==> src/rtl/gbus_hs_pkg.sv <==
package gbus_hs_pkg;

    typedef enum logic [2:0] {
        ST_IDLE     = 3'd0,
        ST_REQUEST  = 3'd1,
        ST_GRANTED  = 3'd2,
        ST_TRANSFER = 3'd3,
        ST_DONE     = 3'd4
    } hs_state_t;

endpackage

==> src/rtl/gbus_sync.sv <==
module gbus_sync #(
    parameter int STAGES = 2
) (
    input  logic clk,
    input  logic rst_n,
    input  logic d,
    output logic q
);
    logic [STAGES-1:0] chain;

    generate
        if (STAGES == 1) begin : g_single
            always_ff @(posedge clk or negedge rst_n) begin
                if (!rst_n) chain <= '0;
                else        chain <= d;
            end
        end else begin : g_multi
            always_ff @(posedge clk or negedge rst_n) begin
                if (!rst_n) chain <= '0;
                else        chain <= {chain[STAGES-2:0], d};
            end
        end
    endgenerate

    assign q = chain[STAGES-1];
endmodule

==> src/rtl/gbus_fsm.sv <==
module gbus_fsm
    import gbus_hs_pkg::*;
(
    input  logic      clk,
    input  logic      rst_n,
    input  logic      start_req,
    input  logic      gnt_seen,
    input  logic      stb_seen,
    output hs_state_t state,
    output logic      load,
    output logic      capture
);
    hs_state_t state_nx;

    always_ff @(posedge clk or negedge rst_n) begin
        if (!rst_n) state <= ST_IDLE;
        else        state <= state_nx;
    end

    always_comb begin
        state_nx = state;
        unique case (state)
            ST_IDLE:     if (start_req && !gnt_seen && !stb_seen) state_nx = ST_REQUEST;
            ST_REQUEST:  if (gnt_seen) state_nx = ST_GRANTED;
            ST_GRANTED:  state_nx = ST_TRANSFER;
            ST_TRANSFER: if (stb_seen) state_nx = ST_DONE;
            ST_DONE:     state_nx = ST_IDLE;
            default:     state_nx = ST_IDLE;
        endcase
    end

    always_comb begin
        load    = 1'b0;
        capture = 1'b0;
        unique case (state)
            ST_IDLE:     load    = start_req && !gnt_seen && !stb_seen;
            ST_TRANSFER: capture = stb_seen;
            default: ;
        endcase
    end


    idle_entry_clean_chk: assert property (@(posedge clk) disable iff (!rst_n)
        (state == ST_REQUEST && $past(state) != ST_REQUEST) |->
            ($past(state) == ST_IDLE && !$past(gnt_seen) && !$past(stb_seen)));


    done_one_cycle_chk: assert property (@(posedge clk) disable iff (!rst_n)
        (state == ST_DONE) |=> (state == ST_IDLE));
endmodule

==> src/rtl/gbus_datapath.sv <==
module gbus_datapath #(
    parameter int CPU_AW = 24,
    parameter int GLB_AW = 16,
    parameter int DW     = 16
) (
    input  logic              clk,
    input  logic              rst_n,
    input  logic              load,
    input  logic              capture,
    input  logic [CPU_AW-1:0] cpu_addr,
    input  logic              cpu_we,
    input  logic [DW-1:0]     cpu_wdata,
    input  logic [DW-1:0]     glb_din,
    output logic [GLB_AW-1:0] addr_q,
    output logic              we_q,
    output logic [DW-1:0]     wdata_q,
    output logic [DW-1:0]     rdata_q
);
    always_ff @(posedge clk or negedge rst_n) begin
        if (!rst_n) begin
            addr_q  <= '0;
            we_q    <= 1'b0;
            wdata_q <= '0;
        end else if (load) begin
            addr_q  <= cpu_addr[GLB_AW-1:0];
            we_q    <= cpu_we;
            wdata_q <= cpu_wdata;
        end
    end

    always_ff @(posedge clk or negedge rst_n) begin
        if (!rst_n)                rdata_q <= '0;
        else if (capture && !we_q) rdata_q <= glb_din;
    end


    write_keeps_rdata_chk: assert property (@(posedge clk) disable iff (!rst_n)
        $past(we_q) |-> $stable(rdata_q));
endmodule

==> src/rtl/gbus_handshake.sv <==
module gbus_handshake
    import gbus_hs_pkg::*;
#(
    parameter int CPU_AW      = 24,
    parameter int GLB_AW      = 16,
    parameter int DW          = 16,
    parameter int SYNC_STAGES = 2
) (
    input  logic              clk,
    input  logic              rst_n,
    input  logic              cpu_greq_n,
    input  logic              cpu_we,
    input  logic [CPU_AW-1:0] cpu_addr,
    input  logic [DW-1:0]     cpu_wdata,
    output logic [DW-1:0]     cpu_rdata,
    output logic              cpu_ack,
    output logic              mem_req_n,
    input  logic              mem_gnt_n,
    output logic              glb_cycle_n,
    output logic              glb_write,
    output logic [GLB_AW-1:0] glb_addr,
    output logic [DW-1:0]     glb_dout,
    output logic              glb_doe,
    input  logic [DW-1:0]     glb_din,
    input  logic              glb_strobe_n
);
    hs_state_t state;
    logic      gnt_seen, stb_seen, load, capture, we_q;

    gbus_sync #(.STAGES(SYNC_STAGES)) u_gnt_sync (
        .clk(clk), .rst_n(rst_n), .d(~mem_gnt_n), .q(gnt_seen));

    gbus_sync #(.STAGES(SYNC_STAGES)) u_stb_sync (
        .clk(clk), .rst_n(rst_n), .d(~glb_strobe_n), .q(stb_seen));

    gbus_fsm u_fsm (
        .clk(clk), .rst_n(rst_n), .start_req(~cpu_greq_n),
        .gnt_seen(gnt_seen), .stb_seen(stb_seen),
        .state(state), .load(load), .capture(capture));

    gbus_datapath #(.CPU_AW(CPU_AW), .GLB_AW(GLB_AW), .DW(DW)) u_dp (
        .clk(clk), .rst_n(rst_n), .load(load), .capture(capture),
        .cpu_addr(cpu_addr), .cpu_we(cpu_we), .cpu_wdata(cpu_wdata),
        .glb_din(glb_din), .addr_q(glb_addr), .we_q(we_q),
        .wdata_q(glb_dout), .rdata_q(cpu_rdata));

    always_comb begin
        mem_req_n   = 1'b1;
        glb_cycle_n = 1'b1;
        glb_doe     = 1'b0;
        cpu_ack     = 1'b0;
        unique case (state)
            ST_REQUEST:  mem_req_n = 1'b0;
            ST_TRANSFER: begin
                glb_cycle_n = 1'b0;
                glb_doe     = we_q;
            end
            ST_DONE:     cpu_ack = 1'b1;
            default: ;
        endcase
    end

    assign glb_write = we_q;


    req_cycle_excl_chk: assert property (@(posedge clk) disable iff (!rst_n)
        !(!mem_req_n && !glb_cycle_n));


    granted_gap_chk: assert property (@(posedge clk) disable iff (!rst_n)
        $fell(glb_cycle_n) |-> ($past(mem_req_n) && !$past(mem_req_n, 2)));


    doe_in_write_chk: assert property (@(posedge clk) disable iff (!rst_n)
        glb_doe |-> (!glb_cycle_n && glb_write));


    ack_pulse_chk: assert property (@(posedge clk) disable iff (!rst_n)
        cpu_ack |=> !cpu_ack);


    addr_stable_chk: assert property (@(posedge clk) disable iff (!rst_n)
        (!glb_cycle_n && !$past(glb_cycle_n)) |-> $stable(glb_addr));
endmodule

==> config.mk <==
export PLATFORM = sky130hd
export DESIGN_NAME = gbus_handshake
export DESIGN_NICKNAME = d
export VERILOG_FILES = /design/src/rtl/gbus_hs_pkg.sv /design/src/rtl/gbus_sync.sv /design/src/rtl/gbus_fsm.sv /design/src/rtl/gbus_datapath.sv /design/src/rtl/gbus_handshake.sv
export SDC_FILE = /design/constraint.sdc
export NUM_CORES = 1
export LEC_CHECK = 0
export CORE_MARGIN = 3
export CORE_UTILIZATION = 39
export DETAILED_ROUTE_END_ITERATION = 10
export PLACE_DENSITY = 0.79
export SLEW_MARGIN = 20
export SYNTH_ARGS = -nofsm -noshare
export SYNTH_HDL_FRONTEND = slang
export SYNTH_SLANG_ARGS = --single-unit
==> constraint.sdc <==
create_clock -name clk -period 1.7 [get_ports clk]
set_input_delay 0.425 -clock clk [delete_from_list [all_inputs] [get_ports clk]]
set_output_delay 0.425 -clock clk [all_outputs]
set_load 0.1 [all_outputs]
Word level (Yosys, flattened, before mapping)
Cells that the tools add are included.

Flip-flop bits (word level): 56. Input bits: 62. Logic and storage cells: 35.

Equal/unequal tests: 7. Mux-type cells: 10. Bitwise gates (word level): 3. Reduce and logical (&&, ||, !) cells: 8.

Operators by type and width (count): $pmux W3 S4 (1); $mux W3 (3); $eq A3 B2 Y1 const B (2); $mux W1 (6); $ne A2 B2 Y1 const B (2); $eq A3 B1 Y1 const B (1); $eq A3 B3 Y1 const B (1); $logic_and A1 B1 Y1 (3); $logic_not A1 Y1 (3); $logic_not A3 Y1 (1); $not A1 Y1 (3); $reduce_and A3 Y1 (1); $ne A2 B1 Y1 const B (1).

Logic depth before layout (Yosys ltp)
Depth after elaboration: 5. Mapped depth: 4.

Modules after synthesis
From an unflattened synthesis, not the netlist that was laid out.

Cells, all modules: 131. Area, all modules: 2162.1 um^2.

Modules (own cells, without submodules): gbus_datapath (instances 1, cells an instance 105, area each 1869.3 um^2); gbus_fsm (instances 1, cells an instance 15, area each 146.4 um^2); gbus_sync (instances 2, cells an instance 2, area each 50.0 um^2); gbus_handshake (instances 1, cells an instance 7, area each 46.3 um^2).

Least setup slack after synthesis
No wires, ideal clock.

Path kind: reg2out. Start: reg u_fsm.state[0]. End: out cpu_ack. Arrival: 2.682 ns. Data required time: 1.275 ns. Slack: -1.407 ns. Cell stages (with the launch flop): 2. Cell sequence: dfrtp_1 nor3b_1.

Longest elaborated chain between the ends: 2.

RTL lines: start, declared (line gbus_fsm.sv:9) `output hs_state_t state,`; start signal, assigned (line gbus_fsm.sv:17) `else state <= state_nx;`; $eq A3 B3 Y1 (line gbus_handshake.sv:52) `unique case (state)`; $mux W1 (line gbus_handshake.sv:52); end, declared (line gbus_handshake.sv:16) `output logic cpu_ack,`.

No other way between the ends.

Worst setup path after layout
Start: reg u_fsm.state[2]. End: out mem_req_n.

Longest elaborated chain between the ends: 2.

RTL lines: $eq A3 B1 Y1 (line gbus_handshake.sv:52); $mux W1 (line gbus_handshake.sv:52); end, declared (line gbus_handshake.sv:17) `output logic mem_req_n,`.

No other way between the ends.

==> results.tsv <==
stage	metric	value	unit
logic_synthesis	yosys_warnings	0	
detailed_routing	vias	1521	
logic_synthesis	ys_ff_latch	56	
worst_setup_path	arrival	1330	ps
job	maxCapViolations	0	
floorplan	ios	115	
logic_synthesis	syn_inst	129	
grt	grt_pass1_vias	1722	
timing	finalCritPeriodShare	1.03	
detailed_routing	drc	0	
floorplan	die-area	6700	um2
timing	max_slew_margin	0.808	
hold_path	hp-class	in -> async	
timing	slew_viol_final	0	
worst_setup_path	start_kind	flop	
clock_tree	cts_sinks	56	
detailed_routing	firstDrtPassIters	4	
worst_setup_path	path_max_fanout	4	
floorplan	start_util	0.420	
final_layout	drive_gt1_frac	0.537	
detailed_routing	wl	5910	um
detailed_routing	vias_per_cell	4.68	
final_layout	multi_input_area	847	um2
grt	grt_max_degree	57	
grt	grt_antenna_before_repair	0	
final_layout	final_cells	325	
run_status	violations	negative setup slack	
placed_design	dp_cells	306	
clock_tree	ctsHoldBuffers	0	
final_layout	syn2layout_area_growth	91.2	%
logic_synthesis	seq_area_frac_synth	0.625	
detailed_routing	ant_nets	0	
grt	grt_remaining_overflow	0	
logic_synthesis	synth_area	2240	um2
floorplan	core.rowCount	26	
worst_setup_path	end_kind	output pin	
timing	hold_viol	0	
floorplan	die_y	81.8	um
grt	grt_pass1_wl	8470	um
clock_tree	clk_pin_slew	90	ps
run_status	outcome	finished with violations	
grt	grt.total_usage	0.173	
timing	tightest_slew	288	ps
placed_design	portBuffers	106	
timing	rsz0062_at_grt	yes	
floorplan	core	5340	um2
clock_tree	worstSkewPairLatency	310	ps
timing	finalSetupViolCount	16	
final_layout	fin_nets	316	
placed_design	dp_hpwl	4140	um
worst_setup_path	cp_data_required_time	1270	ps
clock_tree	cts_tree	built	
timing	finClkSkew	7.76	ps
worst_setup_path	worst-setup-path-type	reg -> out	
final_layout	antennaDiodeCount	0	
detailed_routing	initialDrtViolationCount	40	
final_layout	fillers	291	
final_layout	regArea	1410	um2
logic_synthesis	avgSynthCellArea	17.4	um2
timing	max_freq	0.571	GHz
clock_tree	htreeDepth	2	
timing	setup_ws	-51.7	ps
clock_tree	cts_buffers	5	
logic_synthesis	ys_types	16	
placed_design	gp_congestion	0.775	
clock_tree	clk_path_buf_depth	2	
detailed_routing	wl_per_cell	18.2	um
logic_synthesis	syn_nets	191	
timing	fin_crit	1750	ps
clock_tree	cts_root_buf	clkbuf_8	
floorplan	die_w	81.8	um
kinds of logic after synthesis:
group / after synthesis / share of synthesized area
flip-flops: 56 / 0.625
multiplexers: 49 / 0.296
AND/OR/NAND/NOR: 13 / 0.0446
buffers and inverters: 8 / 0.0268
AO/OA/AOI/OAI: 3 / 0.00781
per-layer routing:
layer  up-vias  part of all wire  wire [um]  track usage
met5         -                 0          0            0
met1       747              0.37       2200        0.180
li1        692                 -          -            -
met4         0             0.012         73       0.0565
met3         7             0.089        525       0.0713
met2        75              0.53       3110        0.313
Yosys cell counts:
library cell,count,area (um2)
nand2_2,1,6.26
inv_1,4,15.0
mux2_2,19,214
nor2b_1,1,6.26
mux2_4,30,450
dfrtp_1,56,1400
o21bai_1,1,7.51
nor3_4,1,16.3
or3b_2,1,8.76
nand3b_4,1,20.0
buf_6,4,45.0
nor3b_1,1,7.51
nand2_1,3,11.3
nor2_1,3,11.3
nor4_2,1,12.5
a21oi_1,2,10.0
critical path, stage by stage, from the launching register on:
cell and delay (ps):
dfrtp_1 420, or3b_4 420, buf_12 170
state kept, by name (all words and copies together), names as in the netlist:
| signal | cells |
|---|---|
| u_gnt_sync.chain | 2 |
| u_dp.rdata_q | 16 |
| u_dp.addr_q | 16 |
| u_fsm.state | 3 |
| u_dp.wdata_q | 16 |
| u_stb_sync.chain | 2 |
| u_dp.we_q | 1 |
placed cells by master, fill, tap and decap left out:
cell type and count:
clkbuf_8 5, nor3_4 1, clkbuf_16 3, nand2_1 3, clkdlybuf4s50_1 52, dfrtp_1 53, buf_12 57, clkinv_2 1
inv_1 4, dfrtp_2 3, clkinvlp_4 1, buf_4 5, nor2_4 1, a21oi_1 2, o21bai_1 1, nand2_4 1
buf_2 1, or3b_4 1, bufinv_16 1, mux2_2 11, nor4_4 1, nor2b_1 1, nor2_1 2, nand3b_4 1
nor3b_4 1, mux2_4 38, buf_6 4
timing repair:
item,CTS,global route
endpoints found under the setup margin,3,39
cloned,0,4
setup buffers,6,1
resized for setup,3,3
pin swaps,2,4
final timing paths:
path / startpoint / to / slack, ps / cells past startpoint
setup reg to reg: u_fsm.state[0]$_DFFE_PN0P_ / u_dp.addr_q[7]$_DFFE_PN0P_ / -20 / 6
hold / removal: rst_n / u_dp.rdata_q[2]$_DFFE_PN0P_ / 100 / 2
hold reg to reg: u_gnt_sync.chain[0]$_DFF_PN0_ / u_gnt_sync.chain[1]$_DFF_PN0_ / 380 / 0
setup / recovery: u_fsm.state[2]$_DFFE_PN0P_ / mem_req_n / -50 / 2
min in group clk: u_gnt_sync.chain[0]$_DFF_PN0_ / u_gnt_sync.chain[1]$_DFF_PN0_ / 380 / 0
max in group asynchronous: rst_n / u_fsm.state[0]$_DFFE_PN0P_ / 1350 / 2
metrics by stage:
stage | hold WS [ps] | cell area [um2] | TNS, ps | setup WS (ps) | util
after floorplan | 129 | 2300 | -1540 | -162 | -
after global placement | 333 | 4010 | -390 | -23.5 | 0.752
after detailed placement | 341 | 4010 | -602 | -35.9 | 0.752
after CTS | 111 | 4180 | -89.7 | -52.3 | 0.784
after global routing | 115 | 4290 | -2030 | -92.3 | 0.804
final | 98.4 | 4290 | -220 | -51.7 | 0.804
area by class of cell:
type,count,area share
clock inverters,3,0.00992
flip-flops and latches,56,0.328
multi-input cells,65,0.197
clock buffers,5,0.0160
inverters,4,0.00350
well taps,70,0.0204
repair buffers,122,0.425
Power is not shown: default switching activity piles up to over one toggle a cycle in this logic, so the estimate is an artifact.
